`src/rtl/fsr_pkg.sv`:
```
package fsr_pkg;
  typedef enum logic [1:0] {
    RB_LEVEL       = 2'd0,
    RB_PULSE_DONE  = 2'd1,
    RB_PULSE_START = 2'd2,
    RB_OFF         = 2'd3
  } rb_mode_e;

  typedef struct packed {
    logic       ready;
    logic       susp;
    logic       erase_err;
    logic       write_err;
    logic       vpp_low;
    logic [2:0] rsvd;
  } stat_t;
endpackage

```
`src/rtl/fsr_wsm_track.sv`:
```
module fsr_wsm_track (
  input  logic clk_i,
  input  logic rst_ni,
  input  logic start_i,
  input  logic erase_i,
  input  logic vpp_low_i,
  input  logic done_i,
  input  logic susp_i,
  input  logic resume_i,
  output logic busy_o,
  output logic susp_o,
  output logic kind_erase_o,
  output logic run_o,
  output logic abort_o,
  output logic done_ev_o
);
  logic busy_q, susp_q, erase_q;
  logic accept, susp_ev, res_ev;

  assign accept    = start_i & ~busy_q & ~susp_q;
  assign run_o     = accept & ~vpp_low_i;
  assign abort_o   = accept & vpp_low_i;
  assign done_ev_o = done_i & busy_q;
  assign susp_ev   = susp_i & busy_q & erase_q & ~done_i;
  assign res_ev    = resume_i & susp_q;

  always_ff @(posedge clk_i or negedge rst_ni) begin
    if (!rst_ni) begin
      busy_q  <= 1'b0;
      susp_q  <= 1'b0;
      erase_q <= 1'b0;
    end else begin
      if (run_o || res_ev)            busy_q <= 1'b1;
      else if (done_ev_o || susp_ev)  busy_q <= 1'b0;
      if (susp_ev)                    susp_q <= 1'b1;
      else if (res_ev)                susp_q <= 1'b0;
      if (run_o)                      erase_q <= erase_i;
    end
  end

  assign busy_o       = busy_q;
  assign susp_o       = susp_q;
  assign kind_erase_o = erase_q;
endmodule

```
`src/rtl/fsr_err_flags.sv`:
```
module fsr_err_flags (
  input  logic clk_i,
  input  logic rst_ni,
  input  logic clr_i,
  input  logic done_ev_i,
  input  logic fail_i,
  input  logic kind_erase_i,
  input  logic abort_i,
  input  logic abort_erase_i,
  input  logic bad_seq_i,
  output logic es_o,
  output logic dws_o,
  output logic vpps_o
);
  logic es_q, dws_q, vpps_q;
  logic set_es, set_dws;

  // a failed completion or an aborted start flags the kind involved
  assign set_es  = (done_ev_i & fail_i & kind_erase_i) | (abort_i & abort_erase_i) | bad_seq_i;
  assign set_dws = (done_ev_i & fail_i & ~kind_erase_i) | (abort_i & ~abort_erase_i) | bad_seq_i;

  always_ff @(posedge clk_i or negedge rst_ni) begin
    if (!rst_ni) begin
      es_q   <= 1'b0;
      dws_q  <= 1'b0;
      vpps_q <= 1'b0;
    end else begin
      es_q   <= (es_q & ~clr_i) | set_es;
      dws_q  <= (dws_q & ~clr_i) | set_dws;
      vpps_q <= (vpps_q & ~clr_i) | abort_i;
    end
  end

  assign es_o   = es_q;
  assign dws_o  = dws_q;
  assign vpps_o = vpps_q;
endmodule

```
`src/rtl/fsr_lock_bank.sv`:
```
module fsr_lock_bank #(
  parameter int unsigned NUM_BLOCKS = 16
) (
  input  logic                  clk_i,
  input  logic                  rst_ni,
  input  logic                  load_i,
  input  logic [NUM_BLOCKS-1:0] val_i,
  output logic [NUM_BLOCKS-1:0] lock_o
);
  for (genvar b = 0; b < NUM_BLOCKS; b++) begin : g_blk
    logic lk_q;
    always_ff @(posedge clk_i or negedge rst_ni) begin
      if (!rst_ni)     lk_q <= 1'b1;
      else if (load_i) lk_q <= val_i[b];
    end
    assign lock_o[b] = lk_q;
  end
endmodule

```
`src/rtl/fsr_rb_drive.sv`:
```
module fsr_rb_drive
  import fsr_pkg::*;
#(
  parameter int unsigned PULSE_LEN = 4
) (
  input  logic     clk_i,
  input  logic     rst_ni,
  input  logic     cfg_we_i,
  input  logic [1:0] cfg_i,
  input  logic     busy_i,
  input  logic     start_ev_i,
  input  logic     done_ev_i,
  output rb_mode_e mode_o,
  output logic     rb_o
);
  localparam int unsigned CW = $clog2(PULSE_LEN + 1);
  localparam logic [CW-1:0] LOAD = CW'(PULSE_LEN);

  rb_mode_e mode_q;
  logic [CW-1:0] cnt_q;
  logic trig;

  assign trig = (mode_q == RB_PULSE_DONE  && done_ev_i) ||
                (mode_q == RB_PULSE_START && start_ev_i);

  always_ff @(posedge clk_i or negedge rst_ni) begin
    if (!rst_ni) begin
      mode_q <= RB_LEVEL;
      cnt_q  <= '0;
    end else if (cfg_we_i) begin
      mode_q <= rb_mode_e'(cfg_i);
      cnt_q  <= '0;
    end else if (trig) begin
      cnt_q  <= LOAD;
    end else if (cnt_q != '0) begin
      cnt_q  <= cnt_q - 1'b1;
    end
  end

  always_comb begin
    unique case (mode_q)
      RB_LEVEL:       rb_o = ~busy_i;
      RB_PULSE_DONE,
      RB_PULSE_START: rb_o = (cnt_q != '0);
      default:        rb_o = 1'b0;
    endcase
  end

  assign mode_o = mode_q;
endmodule

```
`src/rtl/fsr_status_top.sv`:
```
module fsr_status_top
  import fsr_pkg::*;
#(
  parameter int unsigned NUM_BLOCKS = 16,
  parameter int unsigned PULSE_LEN  = 4
) (
  input  logic                  clk_i,
  input  logic                  rst_ni,
  input  logic                  op_start_i,
  input  logic                  op_erase_i,
  input  logic                  vpp_low_i,
  input  logic                  op_done_i,
  input  logic                  op_fail_i,
  input  logic                  susp_i,
  input  logic                  resume_i,
  input  logic                  seq_bad_i,
  input  logic                  clr_status_i,
  input  logic                  rb_cfg_we_i,
  input  logic [1:0]            rb_cfg_i,
  input  logic                  upload_i,
  input  logic [NUM_BLOCKS-1:0] upload_lock_i,
  output logic [7:0]            status_o,
  output logic [NUM_BLOCKS-1:0] lock_o,
  output logic                  rdy_bsy_o
);
  logic busy, susp, kind_erase, run_ev, abort_ev, done_ev, bad_ev;
  logic es, dws, vpps;
  rb_mode_e rb_mode;
  stat_t stat;

  fsr_wsm_track u_wsm (
    .clk_i       (clk_i),
    .rst_ni      (rst_ni),
    .start_i     (op_start_i),
    .erase_i     (op_erase_i),
    .vpp_low_i   (vpp_low_i),
    .done_i      (op_done_i),
    .susp_i      (susp_i),
    .resume_i    (resume_i),
    .busy_o      (busy),
    .susp_o      (susp),
    .kind_erase_o(kind_erase),
    .run_o       (run_ev),
    .abort_o     (abort_ev),
    .done_ev_o   (done_ev)
  );

  assign bad_ev = seq_bad_i & ~busy;

  fsr_err_flags u_err (
    .clk_i        (clk_i),
    .rst_ni       (rst_ni),
    .clr_i        (clr_status_i),
    .done_ev_i    (done_ev),
    .fail_i       (op_fail_i),
    .kind_erase_i (kind_erase),
    .abort_i      (abort_ev),
    .abort_erase_i(op_erase_i),
    .bad_seq_i    (bad_ev),
    .es_o         (es),
    .dws_o        (dws),
    .vpps_o       (vpps)
  );

  fsr_lock_bank #(.NUM_BLOCKS(NUM_BLOCKS)) u_lock (
    .clk_i (clk_i),
    .rst_ni(rst_ni),
    .load_i(upload_i),
    .val_i (upload_lock_i),
    .lock_o(lock_o)
  );

  fsr_rb_drive #(.PULSE_LEN(PULSE_LEN)) u_rb (
    .clk_i     (clk_i),
    .rst_ni    (rst_ni),
    .cfg_we_i  (rb_cfg_we_i),
    .cfg_i     (rb_cfg_i),
    .busy_i    (busy),
    .start_ev_i(run_ev),
    .done_ev_i (done_ev),
    .mode_o    (rb_mode),
    .rb_o      (rdy_bsy_o)
  );

  always_comb begin
    stat.ready     = ~busy;
    stat.susp      = susp;
    stat.erase_err = es;
    stat.write_err = dws;
    stat.vpp_low   = vpps;
    stat.rsvd      = '0;
  end
  assign status_o = stat;
endmodule

```
`config.mk`:
```
export PLATFORM = sky130hd
export DESIGN_NAME = fsr_status_top
export DESIGN_NICKNAME = d
export VERILOG_FILES = /design/src/rtl/fsr_pkg.sv /design/src/rtl/fsr_wsm_track.sv /design/src/rtl/fsr_err_flags.sv /design/src/rtl/fsr_lock_bank.sv /design/src/rtl/fsr_rb_drive.sv /design/src/rtl/fsr_status_top.sv
export SDC_FILE = /design/constraint.sdc
export NUM_CORES = 1
export LEC_CHECK = 0
export ABC_AREA = 1
export BUFFER_PORTS_ARGS = -buffer_cell sky130_fd_sc_hd__buf_2
export CAP_MARGIN = 20
export CORE_MARGIN = 3
export CORE_UTILIZATION = 35
export DETAILED_ROUTE_END_ITERATION = 6
export GPL_TIMING_DRIVEN = 1
export PLACE_DENSITY = 0.69
export RECOVER_POWER = 25
export SYNTH_ARGS = -nofsm -noshare
export SYNTH_HDL_FRONTEND = slang
export SYNTH_SLANG_ARGS = --single-unit
```
`constraint.sdc`:
```
create_clock -name clk_i -period 2.05 [get_ports clk_i]
set_input_delay 0.205 -clock clk_i [delete_from_list [all_inputs] [get_ports clk_i]]
set_output_delay 0.205 -clock clk_i [all_outputs]
set_load 0.1 [all_outputs]
```
; Yosys cells after proc, flatten, opt, wreduce, memory -nomap -nowiden
; Cells that the tools add are included.
[op_classes]
add_sub_neg = 1
n_eq_ne = 2
n_mux = 8
n_bitwise = 32
n_reduce_logical = 11
[op_table]
columns = operator, count
row1 = AND 1 bit, 18
row2 = two-way mux 3 bit, 3
row3 = NOT 1 bit, 7
row4 = bitwise OR 1 bit, 7
row5 = nonzero test 3 bit, 2
row6 = two-way mux 1 bit, 4
row7 = nonzero test 2 bit, 2
row8 = logical OR 1 bit, 3
row9 = "subtractor 3 x 1 -> 3 bit, second input constant", 1
row10 = "equality test 2 x 1 -> 1 bit, second input constant", 1
row11 = "equality test 2 bit, second input constant", 1
row12 = logical AND 1 bit, 2
row13 = logical NOT 2 bit, 1
row14 = one-hot mux 1 bit (2 select lines), 1
row15 = OR reduction 2 bit, 1
[totals]
ff_bits = 27
in_bits = 31
output_inout_bits = 25
wordCells = 78

; Depth between registers and ports, before layout
[depth]
ltp_word = 8
depth_mapped = 7
ltp_nobuf = 7

; Hierarchy
; Synthesis repeated with hierarchy kept, for this count alone.
[unflattened]
cells_unflattened = 183
hier_area_um2 = 1520.2
[modules_own_cells]
columns = mod, n_inst, cells_each, area_per_inst_um2, seq_area_each_um2
row1 = fsr_lock_bank, 1, 84, 784.5, 420.4
row2 = fsr_rb_drive, 1, 45, 352.8, 125.1
row3 = fsr_wsm_track, 1, 24, 168.9, 75.1
row4 = fsr_err_flags, 1, 19, 143.9, 75.1
row5 = fsr_status_top, 1, 11, 70.1, 0.0

; Worst setup path before layout
; OpenSTA, ideal clock, no wires.
[synth_path]
path_type = register to output
startpoint = register u_wsm.busy_q (netlist: u_wsm.busy_o)
endpoint = output port rdy_bsy_o
arrival_ns = 2.676
t_required_ns = 1.845
setup_slack_ns = -0.831
stages_incl_launch_ff = 4
n_path_buf = 0
cell_sequence = dfrtp_1 > inv_1 > nand2_1 > a21oi_1
[synth_between]
elab_chain_cells = 2
[synth_lines]
columns = item, line
row1 = from (decl), fsr_wsm_track.sv:17  ; logic busy_q, susp_q, erase_q;
row2 = from (signal assigned), fsr_wsm_track.sv:29  ; busy_q <= 1'b0;
row3 = from (signal assigned), fsr_wsm_track.sv:33  ; if (run_o || res_ev) busy_q <= 1'b1;
row4 = from (signal assigned), fsr_wsm_track.sv:34  ; else if (done_ev_o || susp_ev) busy_q <= 1'b0;
row5 = NOT 1 bit, --
row6 = net status_o[7], fsr_status_top.sv:22  ; output logic [7:0] status_o,
row7 = one-hot mux 1 bit (2 select lines), fsr_rb_drive.sv:41  ; unique case (mode_q)
row8 = to (decl), fsr_status_top.sv:24  ; output logic rdy_bsy_o
; The timed path passes the listed nets, and every way through them passes these cells.

; Worst setup path after layout
[layout_path]
startpoint = register u_rb.cnt_q[0]
endpoint = output port rdy_bsy_o
[layout_between]
elab_chain_cells = 2
[layout_lines]
columns = item, line
row1 = from (decl), fsr_rb_drive.sv:20  ; logic [CW-1:0] cnt_q;
row2 = from (signal assigned), fsr_rb_drive.sv:36  ; cnt_q <= cnt_q - 1'b1;
row3 = nonzero test 3 bit, fsr_rb_drive.sv:44  ; RB_PULSE_START: rb_o = (cnt_q != '0);
row4 = one-hot mux 1 bit (2 select lines), fsr_rb_drive.sv:41
; Every way passes these cells.

==> impl_metrics.toml <==
[setup_path]
crit_arrival_ps = 1720
r2r-start = "u_rb.cnt_q[0]"
critPathLaunchType = "flop"
path_class = "flop to output pin"
startpoint = "u_rb.cnt_q[0]"
required_ps = 1850
path_max_fanout = 4
critical_path.endpoint_type = "output pin"

[sta]
clock_skew_ps = 3.12
whs_ps = 133
min_period_ps = 1920
finalMaxSlewViolations = 0
setup-tns-final_ps = 0
fin_crit_sh = 0.938
max_freq_ghz = 0.520
finalSetupViolations = 0
finalHoldViolCount = 0
finalWorstSetupSlack_ps = 127
max_slew_margin = 0.0639
worstMarginPinSlew_ps = 1400
rsz0062_at_grt = "false"

[floorplan]
fp-row-count = 22
ios = 56
coreArea_mm2 = 0.00385
fp.dieH_um = 70.7
die_width_um = 70.7
initial_core_util = 0.380
dieArea_mm2 = 0.00499

[logic_synthesis]
netlist_area_mm2 = 0.00146
synth_cell_types = 20
synth_top_area_share = 0.287
ys_ff_latch = 27
ys_warn_count = 0
synth.area.top_cells = "dfstp_2 (29%), dfrtp_1 (19%), buf_4 (12%)"
synth_seq_area_share = 0.475
yosys.area.top_type = "dfstp_2"
synth_cells = 134
synth.avg_cell_area_um2 = 10.9

[detailed_routing]
drtAntennaViolNets = 0
drtIter0Drc = 35
vias_per_cell = 4.50
wirelength_um = 2610
vias = 973
wl_per_cell_um = 12.1
route.detailed.drc = 0
dr.pass1.iters = 4

[clock_tree]
postCtsSetupBuffers = 0
worstSkewPairLatency_ps = 270
clockBufferDepth = 2
cts_buffers = 3
htreeDepth = 1
cts_tree = "built"
cts.sink_count = 27
clk_pin_slew_worst_paths_ps = 90
root_buffer = "clkbuf_8"

[place]
gp_congestion = 0.843
preCtsSetupSlack_ps = 433
detailed_place_hpwl_um = 2160
io_buffers = 52

[global_route]
grt_pass1_vias = 958
grt_overflow = 0
grt_max_degree = 28
grt_pass1_wl_um = 4420
grt.total_usage = 0.111
grt_use_met3 = 0.0355
grt.met2_usage = 0.166
use_met1 = 0.153
top_usage_layer = "met2"
grt_antenna_before_repair = 0

[finish]
layout-drive-gt1-share = 0.476
nets = 206
multi_input_area_um2 = 497
final_cell_mix = "buf_2 (51), nand2_1 (19), dfstp_2 (15)"
fill_cells = 397
areaGrowthSynthToFinish_pct = 11.1
post-route-util = 0.422
final_common_cell = "buf_2"
diodes = 0
seqCellArea_um2 = 696

[power_and_ir_drop]
p_leak_nw = 0.799
vdd_drop_max_mv = 0.628
powerDensity_mw_per_mm2 = 1100

[hold_path]
worstHoldPathType = "input port to flop"
min-delay-start = "rb_cfg_i[1]"

[status]
status = "finished, final reports clean"

[flow_run]
maxCapViolCount = 0
[cell type report]
type | instances | area share
clock buffers | 3 | 0.0254
repair buffers | 53 | 0.165
multi-input cells | 70 | 0.305
inverters | 14 | 0.0346
well taps | 48 | 0.0369
clock inverters | 1 | 0.00462
flip-flops and latches | 27 | 0.428
[synthesized netlist by cell type]
library cell and number:
o21ai_0 4, conb_1 1, mux2_2 6, ha_1 6, nor2_1 4, nand3b_1 1, nand4_1 7, nand2_1 19
dfrtp_1 11, buf_6 1, buf_4 23, buf_12 1, o211ai_1 1, inv_1 14, mux2_4 10, o32ai_1 1
or2_2 1, dfstp_2 16, a21oi_1 3, nand3_1 4
[layer usage]
layer / part of all wire / routed length (µm)
met3: 0.086 / 224
met5: 0 / 0
met1: 0.47 / 1220
met4: 0.0084 / 22
met2: 0.44 / 1140
[metrics by stage]
stage	instance area [µm²]	power, W	instances
2_1_floorplan	1490	0.00145	136
3_3_place_gp	1600	0.00151	211
3_5_place_dp	1600	0.00152	211
4_1_cts	1660	0.00184	216
5_1_grt	1630	0.00189	216
6_report	1630	0.00180	216
[final timing paths]
path / endpoint / depth (start not counted) / slack, ps
setup / recovery: rdy_bsy_o / 6 / 130
hold / removal: u_rb.mode_o[1] / 3 / 130
setup reg to reg: u_rb.cnt_q[2] / 7 / 820
hold reg to reg: u_err.vpps_o / 2 / 480
max in group asynchronous: u_wsm.kind_erase_o / 2 / 460
min in group asynchronous: u_wsm.susp_o / 2 / 780
[critical path: stages, from the launching register on]
cell and delay, ps:
dfrtp_1 350, inv_1 70, ha_1 220, nand2_1 140
nand2_1 100, a21oi_4 120, buf_2 430
[logic make-up after synthesis]
| logic type | after synthesis | synth area share |
|---|---|---|
| mux | 16 | 0.149 |
| other cells | 1 | 0.00256 |
| simple gates | 36 | 0.112 |
| compound gates | 9 | 0.0350 |
| fa+ha+maj | 6 | 0.0513 |
| flops | 27 | 0.475 |
| buf+inv | 39 | 0.175 |
[what timing repair did]
item                      in CTS  in global routing
hold buffers                   1                  0
gates resized for setup        0                  0
hold endpoints to repair      11                  0
[power by group]
part / switching, W / internal (W) / leakage, nW
combinational: 0.000639 / 0.000171 / 0.472
sequential: 0.0000460 / 0.000634 / 0.305
clock: 0.000169 / 0.000138 / 0.0217
total: 0.000853 / 0.000943 / 0.799
[state kept, by name, indices dropped and copies added (netlist names)]
name and count:
u_err.dws_o 1, u_err.es_o 1, u_err.vpps_o 1, u_lock.g_blk.lk_q 16
u_rb.cnt_q 3, u_rb.mode_o 2, u_wsm.busy_o 1, u_wsm.kind_erase_o 1
u_wsm.susp_o 1
Note: power is estimated with default switching activity, not from simulation.
